File: src/rtl/hash_regs_pkg.sv
package hash_regs_pkg;
  localparam int IDX_CRYPT  = 4;
  localparam int IDX_STATUS = 7;
  localparam int IDX_SRC    = 8;
  localparam int IDX_DST    = 9;
  localparam int IDX_KEY    = 10;
  localparam int IDX_LEN    = 11;
  localparam int IDX_CMD    = 12;

  localparam int STAT_BUSY_BIT = 0;
  localparam int STAT_DONE_BIT = 9;

  typedef enum logic [2:0] {
    ALG_MD5        = 3'd0,
    ALG_SHA1       = 3'd1,
    ALG_SHA224     = 3'd2,
    ALG_SHA256     = 3'd3,
    ALG_SHA512     = 3'd4,
    ALG_SHA384     = 3'd5,
    ALG_SHA512_256 = 3'd6
  } algo_e;
endpackage

File: src/rtl/hash_algo_decode.sv
module hash_algo_decode
  import hash_regs_pkg::*;
(
  input  logic [31:0] cmd,
  output logic        valid,
  output algo_e       algo,
  output logic        sg,
  output logic        accum,
  output logic        irq_en
);
  logic [2:0] base;
  logic [2:0] variant;

  assign base    = cmd[6:4];
  assign variant = cmd[12:10];
  assign sg      = cmd[18];
  assign accum   = (cmd[8:7] == 2'b10);
  assign irq_en  = cmd[9];

  always_comb begin
    valid = 1'b0;
    algo  = ALG_MD5;
    unique case (base)
      3'b000: begin valid = (variant == 3'b000); algo = ALG_MD5;    end
      3'b010: begin valid = (variant == 3'b000); algo = ALG_SHA1;   end
      3'b100: begin valid = (variant == 3'b000); algo = ALG_SHA224; end
      3'b101: begin valid = (variant == 3'b000); algo = ALG_SHA256; end
      3'b110: begin
        unique case (variant)
          3'b000:  begin valid = 1'b1; algo = ALG_SHA512;     end
          3'b001:  begin valid = 1'b1; algo = ALG_SHA384;     end
          3'b010:  begin valid = 1'b1; algo = ALG_SHA512_256; end
          default: begin valid = 1'b0; algo = ALG_MD5;        end
        endcase
      end
      default: begin valid = 1'b0; algo = ALG_MD5; end
    endcase
  end
endmodule

File: src/rtl/hash_job_ctl.sv
module hash_job_ctl (
  input  logic clk,
  input  logic rst_n,
  input  logic launch,
  input  logic irq_en_in,
  input  logic job_done,
  input  logic clr_done,
  output logic busy,
  output logic done_flag,
  output logic irq
);
  logic busy_d, done_d, irq_en_d, irq_en_q;

  always_comb begin
    busy_d   = busy;
    done_d   = done_flag;
    irq_en_d = irq_en_q;
    if (launch)        busy_d = 1'b1;
    else if (job_done) busy_d = 1'b0;
    if (job_done)      done_d = 1'b1;
    else if (clr_done) done_d = 1'b0;
    if (launch)        irq_en_d = irq_en_in;
  end

  always_ff @(posedge clk or negedge rst_n) begin
    if (!rst_n) begin
      busy      <= 1'b0;
      done_flag <= 1'b0;
      irq_en_q  <= 1'b0;
    end else begin
      busy      <= busy_d;
      done_flag <= done_d;
      irq_en_q  <= irq_en_d;
    end
  end

  assign irq = done_flag & irq_en_q;
endmodule

File: src/rtl/hash_cmd_regs.sv
module hash_cmd_regs
  import hash_regs_pkg::*;
#(
  parameter int          ADDR_W   = 8,
  parameter int          NUM_REGS = 16,
  parameter logic [31:0] SRC_MASK = 32'h7FFF_FFFF,
  parameter logic [31:0] DST_MASK = 32'h7FFF_FFF8,
  parameter logic [31:0] KEY_MASK = 32'h7FFF_FFF8,
  parameter logic [31:0] LEN_MASK = 32'h0FFF_FFFF,
  parameter logic [31:0] CMD_MASK = 32'h0014_7FFF
) (
  input  logic              clk,
  input  logic              rst_n,
  input  logic              bus_we,
  input  logic [ADDR_W-1:0] bus_addr,
  input  logic [31:0]       bus_wdata,
  output logic [31:0]       bus_rdata,
  input  logic              job_done,
  output logic              job_start,
  output logic [2:0]        job_algo,
  output logic              job_sg,
  output logic              job_accum,
  output logic              irq
);
  localparam int IDX_W = $clog2(NUM_REGS);
  localparam logic [ADDR_W-1:0] LAST_ADDR = ADDR_W'(NUM_REGS - 1);

  // reset: asserted asynchronously, released on a clock edge
  logic [1:0] rst_sync;
  logic       rst_q;
  always_ff @(posedge clk or negedge rst_n) begin
    if (!rst_n) rst_sync <= 2'b00;
    else        rst_sync <= {rst_sync[0], 1'b1};
  end
  assign rst_q = rst_sync[1];

  function automatic logic [31:0] mask_for(input int idx);
    case (idx)
      IDX_SRC:    return SRC_MASK;
      IDX_DST:    return DST_MASK;
      IDX_KEY:    return KEY_MASK;
      IDX_LEN:    return LEN_MASK;
      IDX_CMD:    return CMD_MASK;
      IDX_STATUS: return 32'h0;
      default:    return 32'hFFFF_FFFF;
    endcase
  endfunction

  logic             in_range;
  logic [IDX_W-1:0] idx;
  logic             wr_hit, cmd_wr, clr_done;
  logic [31:0]      cmd_masked;

  assign in_range   = (bus_addr <= LAST_ADDR);
  assign idx        = bus_addr[IDX_W-1:0];
  assign wr_hit     = bus_we && in_range && (int'(idx) != IDX_STATUS);
  assign cmd_wr     = bus_we && in_range && (int'(idx) == IDX_CMD);
  assign clr_done   = bus_we && in_range && (int'(idx) == IDX_STATUS)
                      && bus_wdata[STAT_DONE_BIT];
  assign cmd_masked = bus_wdata & CMD_MASK;

  // register storage
  logic [31:0] word_q [NUM_REGS];
  logic [31:0] word_d [NUM_REGS];

  always_comb begin
    for (int i = 0; i < NUM_REGS; i++) word_d[i] = word_q[i];
    word_d[idx] = bus_wdata & mask_for(int'(idx));
  end

  always_ff @(posedge clk or negedge rst_q) begin
    if (!rst_q) begin
      for (int i = 0; i < NUM_REGS; i++) word_q[i] <= '0;
    end else if (wr_hit) begin
      word_q[idx] <= word_d[idx];
    end
  end

  // command decode and launch
  logic  dec_valid, dec_sg, dec_accum, dec_irq_en;
  algo_e dec_algo;
  logic  busy, done_flag, launch;

  hash_algo_decode u_dec (
    .cmd    (cmd_masked),
    .valid  (dec_valid),
    .algo   (dec_algo),
    .sg     (dec_sg),
    .accum  (dec_accum),
    .irq_en (dec_irq_en)
  );

  assign launch = cmd_wr && dec_valid && !busy;

  hash_job_ctl u_ctl (
    .clk       (clk),
    .rst_n     (rst_q),
    .launch    (launch),
    .irq_en_in (dec_irq_en),
    .job_done  (job_done),
    .clr_done  (clr_done),
    .busy      (busy),
    .done_flag (done_flag),
    .irq       (irq)
  );

  logic       start_d, sg_d, accum_d;
  logic [2:0] algo_d;

  always_comb begin
    start_d = launch;
    algo_d  = job_algo;
    sg_d    = job_sg;
    accum_d = job_accum;
    if (launch) begin
      algo_d  = dec_algo;
      sg_d    = dec_sg;
      accum_d = dec_accum;
    end
  end

  always_ff @(posedge clk or negedge rst_q) begin
    if (!rst_q) begin
      job_start <= 1'b0;
      job_algo  <= '0;
      job_sg    <= 1'b0;
      job_accum <= 1'b0;
    end else begin
      job_start <= start_d;
      job_algo  <= algo_d;
      job_sg    <= sg_d;
      job_accum <= accum_d;
    end
  end

  // read path
  logic [31:0] status_word;
  always_comb begin
    status_word                = '0;
    status_word[STAT_BUSY_BIT] = busy;
    status_word[STAT_DONE_BIT] = done_flag;
  end

  always_comb begin
    bus_rdata = '0;
    if (in_range) begin
      if (int'(idx) == IDX_STATUS) bus_rdata = status_word;
      else                         bus_rdata = word_q[idx];
    end
  end
endmodule

File: config.mk
export PLATFORM = sky130hd
export DESIGN_NAME = hash_cmd_regs
export DESIGN_NICKNAME = d
export VERILOG_FILES = /design/src/rtl/hash_regs_pkg.sv /design/src/rtl/hash_algo_decode.sv /design/src/rtl/hash_job_ctl.sv /design/src/rtl/hash_cmd_regs.sv
export SDC_FILE = /design/constraint.sdc
export NUM_CORES = 1
export LEC_CHECK = 0
export BUFFER_PORTS_ARGS = -buffer_cell sky130_fd_sc_hd__buf_2
export CAP_MARGIN = 20
export CORE_MARGIN = 2
export CORE_UTILIZATION = 45
export DETAILED_ROUTE_END_ITERATION = 12
export PLACE_DENSITY = 0.69
export RECOVER_POWER = 25
export SLEW_MARGIN = 20
export SYNTH_ARGS = -nofsm -noshare
export SYNTH_HDL_FRONTEND = slang
export SYNTH_SLANG_ARGS = --single-unit
File: constraint.sdc
create_clock -name clk -period 20.1 [get_ports clk]
set_clock_uncertainty 0.1 [all_clocks]
set_input_delay 4.02 -clock clk [delete_from_list [all_inputs] [get_ports clk]]
set_output_delay 4.02 -clock clk [all_outputs]
set_load 0.02 [all_outputs]
== Yosys cells after proc, flatten, opt, wreduce, memory -nomap -nowiden ==
Cells that the tools add are included.
Widths: inputs -> output; s select.
Operators by class
  add/subtract/negate cells: 0
  bitwise logic cells: 3
  shift operators: 0
  $mul: 0
  div/mod/pow operators: 0
  equal/unequal tests: 16
  reduce and logical (&&, ||, !) cells: 16
  order comparisons: 3
  muxes and demuxes: 21
Operators with widths (count)
  $bwmux 512: 2
  $bmux 32 s4: 2
  $mux 32: 7
  $pmux 32 s5: 1
  $demux 32 s4: 1
  $and 32x32->32: 1
  $eq 4x4->1 const B: 6
  $pmux 3 s4: 1
  $eq 3x3->1 const B: 3
  $pmux 3 s3: 1
  $eq 4x3->1 const B: 2
  $le 8x4->1 const B: 1
  $logic_and 1x1->1: 8
  $eq 3x2->1 const B: 2
  $logic_not 3->1: 2
  $ge 5x5->1 const B: 1
  $lt 5x1->1 const B: 1
  $mux 1: 5
  $not 4->5: 1
  $ne 4x4->1 const B: 1
  $reduce_bool 2->1: 2
  $reduce_or 4->1: 1
  $eq 3x1->1 const B: 1
  $reduce_or 3->1: 1
  other kinds (5): 5
Storage, ports and cells
  input port bits: 44
  bits in latches: 0
  bits in registers: 523
  bits in read-only memories: 0
  memory bits (writable): 0
  logic and storage cells: 83
  output and inout bits: 39
  memories: 0

== Longest topological paths before layout ==
  depth in word-level cells: 10
  gate-level depth with buffers: 8
  depth with buffers taken out: 4

== Modules after synthesis ==
Synthesis repeated with hierarchy kept, for this count alone.
Second synthesis, totals
  cell total of the unflattened synthesis: 1963
  area, all modules: 22457.8 um^2
Modules (own cells, without submodules)
  hash_cmd_regs: area an instance 22226.3 um^2, seq. area each 12962.4 um^2, times used 1, cells each 1939
  hash_job_ctl: area an instance 117.6 um^2, seq. area each 75.1 um^2, times used 1, cells each 9
  hash_algo_decode: area an instance 113.9 um^2, seq. area each 0.0 um^2, times used 1, cells each 15

== Worst setup path before layout ==
OpenSTA, ideal clock, no wires.
  kind: input-to-output
  from: input port bus_addr[1]
  to: output port bus_rdata[0]
  path buffers: 4
  setup slack: 10.458 ns
  cell stages on the path: 8
  data required time: 15.980 ns
  arrival time: 5.522 ns
  cells stage by stage: buf_2 > buf_2 > buf_2 > buf_2 > nor2_1 > mux2i_1 > a211oi_1 > nor3_1
On the way
  cells in the longest elaborated chain, start to end: 6
  elaborated cells between the ends (all ways): 8
  those cells by class: 1 x order compare; 1 x eq/ne; 5 x mux; 1 x bitwise
RTL lines
  from (decl): RTL line hash_cmd_regs.sv:15  | input logic [ADDR_W-1:0] bus_addr,
  $not 4->5 (implied by the code): RTL line hash_cmd_regs.sv:148  | else bus_rdata = word_q[idx];
  $bmux 32 s4: RTL line hash_cmd_regs.sv:148
  $mux 32 (implied by the code) (2 in a row): RTL line hash_cmd_regs.sv:148
  $mux 32: RTL line hash_cmd_regs.sv:147  | if (int'(idx) == IDX_STATUS) bus_rdata = status_word;
  $mux 32 *: RTL line hash_cmd_regs.sv:146  | if (in_range) begin
  to (decl): RTL line hash_cmd_regs.sv:17  | output logic [31:0] bus_rdata,
Mark *: on every way between the ends. The rest lies on a longest branch, timed or not. The select of a mux whose other input is x is not followed.

== Worst setup path in the final report ==
  from: input port bus_addr[4]
  to: output port bus_rdata[13]
On the way
  cells in the longest elaborated chain, start to end: 2
RTL lines
  $le 8x4->1: RTL line hash_cmd_regs.sv:54  | assign in_range = (bus_addr <= LAST_ADDR);
  $mux 32: RTL line hash_cmd_regs.sv:146
No other way between the ends.

==> qor.csv <==
metric,value,unit
max-cap viol count,2,
register area share after synthesis,58.0,%
"critical path, cell by cell","buf_2, nor4_4, buf_4, nand3b_1, buf_4, o22ai_1, buf_2",
Yosys cell types,46,
Setup crit end kind,primary output,
outcome,finished with violations,
final-report hold violation count,0,
Max Fclk,91.6,MHz
"Setup Fix Bufs, Post-CTS",0,
slowest library cell on the worst path,nand3b_1,
vias per cell,5.65,
syn_area_per_cell,11.3,µm²
clock group share of total power,44.8,%
Iter 0 DRT Violations,1312,
routing usage on met3,4.44,%
CP max stage delay,0.86,ns
clk_lat worst skew,0.59,ns
endpoints failing setup,0,
vias,15100,
Die Span X,228,µm
I/O pin total,83,
Die Height,228,µm
grt met1 use,31.0,%
Syn Inst Count,1995,
initial core utilization,45.8,%
Core Area,49200,µm²
Net Sw Frac,23.2,%
Logic pwr share,6.3,%
fin. max-slew vios,152,
Post-DP HPWL,31600,µm
Worst Hold Class,register to register,
Crit Reg-Reg Startpoint,rst_sync[1]$_DFF_PN0_,
Nets,2001,
Resized Gates After CTS,0,
CTS tree,done,
crit-path leading delay family,buffers and inverters,
total CTS buffers,53,
TNS Setup,0,ns
Post-synth top flop,dfrtp_1,
violated checks,"max-capacitance violations, max-slew violations",
ranking of synthesized cells by area,"dfrtp_1, mux4_2, o21ai_0, nand2_1, mux2i_1",
Final Power,2.27,mW
Clock Pin Slew Worst Setup and Hold Paths,0.06,ns
sequential power share,49.0,%
Internal,1.74,mW
Max-slew headroom,-184,%
Buf/Inv on CP,4,
RSZ-0062 raised after global routing,no,
GRT overflow,0,
met2 usage,35.4,%
"FFs w/ async S/R, synth",100,%
power per standard cell area,90.6,nW/µm²
"Most Used Layer, Global Route",met2,
Synth top area share,58.0,%
gpl congestion,0.763,
first-pass GRT wire length,88000,µm
crit path launch type,input pin,
largest net degree at the start of global routing,177,
Post-Route WL,55100,µm
Worst-Margin Slew,4.26,ns
Peak VDD IR,0.0712,mV
Worst EP arrival,6.80,ns
Yosys top cell by area,dfrtp_1,
Total GRT Usage,22.2,%
Synth Register Bits,521,
Post-CTS Hold Buffers,0,
# diodes,0,
maximum buffer depth of the clock tree,3,
layout cell share with drive strength beyond 1,17.0,%
Max H-tree Level,2,
NetSw,526,µW
worst min-delay path startpoint,rst_sync[0]$_DFF_PN0_,
clock tree root driver cell,clkbuf_16,
final worst path period need,10.92,ns
vias in the first global route,15300,
syn nets,2039,
post-route ant nets,0,
Port-buffer cells,82,
site row count,81,
number of synthesized flops with an enable pin,0,
Final Cycle Share,54.3,%
Die ar.,51800,µm²
Crit Path Class,input pin to primary output,
CP required,15.98,ns
DRC,0,
initial antenna violation count,2,
Layout area overhead,11.4,%
Layout Utilization,51.0,%
Synth Warn #,0,
first-pass iteration count of the detailed router,5,
crit-path max FO,22,
Sink Count,521,
Lkg Pwr,11.3,nW
Post-Synthesis Cell Area,22500,µm²
drt wl/cell,20.7,µm
Worst Setup SP,bus_addr[4],
[sequential cells by signal (all words and copies together) (netlist names)]
signal           cells
rst_sync             2
u_ctl.done_flag      1
job_sg               1
job_start            1
word_q             510
job_accum            1
u_ctl.irq_en_q       1
u_ctl.busy           1
job_algo             3
[cell type report]
| class | count | area [µm²] |
|---|---|---|
| multi-input cells | 1268 | 8670 |
| flip-flops and latches | 521 | 13000 |
| fillers | 4279 | 24100 |
| repair buffers | 111 | 709 |
| clock inverters | 16 | 196 |
| clock buffers | 82 | 1610 |
| well taps | 664 | 831 |
| inverters | 2 | 7.51 |
[synthesized netlist by cell type (all sizes together) (3+ instances only)]
cell,instances
nor3b,3
mux2,6
nand4,16
nand2,486
nor2b,6
a211oi,3
o22ai,31
and2,31
nand3,6
mux4,125
dfrtp,521
buf,40
mux2i,64
o21ai,457
clkbuf,164
nor2,5
nand2b,4
[per-layer routing]
layer / vias up / wire length [µm] / part of all wire [%]
met5: - / 19 / 0.034
met4: 2 / 1450 / 2.6
met3: 95 / 3620 / 6.6
met2: 459 / 26000 / 47
met1: 7652 / 24100 / 44
li1: 6853 / - / -
[power groups by stage]
stage	clock [mW]	sequential (mW)	combinational [mW]
after global routing	1.08	1.12	0.161
after CTS	1.03	1.11	0.144
after floorplan	0	1.14	0.0952
after detailed placement	0	1.13	0.144
after global placement	0	1.13	0.139
final	1.02	1.11	0.142
[cells in the final DEF (no fill, tap or decap), types with 2 or more instances in the layout]
cell        count
dfrtp_1       521
nand2_1       485
o21ai_0       446
mux4_2        125
buf_2          79
mux2i_1        64
clkbuf_16      55
o22ai_1        31
and2_1         29
buf_4          21
clkbuf_1       16
clkbuf_8       13
o21ai_1        11
nand4_4        11
clkinv_2        7
mux2_2          6
nor2b_1         6
nand3_1         6
nand4_1         5
buf_12          5
nand2b_1        4
nor2_1          4
bufinv_16       4
nor3b_1         3
inv_6           3
buf_6           3
o221ai_1        2
o211ai_1        2
a211oi_1        2
nor3_1          2
and2_0          2
and3b_1         2
inv_1           2
a21o_1          2
o31ai_1         2
clkinvlp_4      2
[path summary, 6_finish.rpt]
kind | end | slack, ns | depth (start not counted)
hold reg to reg | rst_sync[1]$_DFF_PN0_ | 0.25 | 0
setup / recovery | bus_rdata[13] | 9.18 | 7
setup reg to reg | u_ctl.irq_en_q$_DFFE_PN0P_ | 12.15 | 2
max in group asynchronous | u_ctl.irq_en_q$_DFFE_PN0P_ | 12.15 | 2
min in group asynchronous | word_q[54]$_DFFE_PN0P_ | 0.40 | 0
hold / removal | rst_sync[1]$_DFF_PN0_ | 0.25 | 0
[kinds of logic after synthesis]
group | synth area share (%)
and+or+nand+nor | 10.8
DFF | 58.0
AOI/OAI and AO/OA | 11.7
buffers and inverters | 3.87
muxes | 15.7
xor gates and xnor gates | 0.0390
other | 0.0167
[stage by stage]
step,instances,hold slack (ns),instance area [µm²],setup WS [ns]
2_1_floorplan,1995,0.231,22500,4.40
3_3_place_gp,2561,0.160,23200,9.30
3_5_place_dp,2561,0.172,23200,9.29
4_1_cts,2659,0.174,25000,9.25
5_1_grt,2664,0.263,25100,9.11
6_report,2664,0.250,25100,9.18
Power figures use the tool's default switching activity.
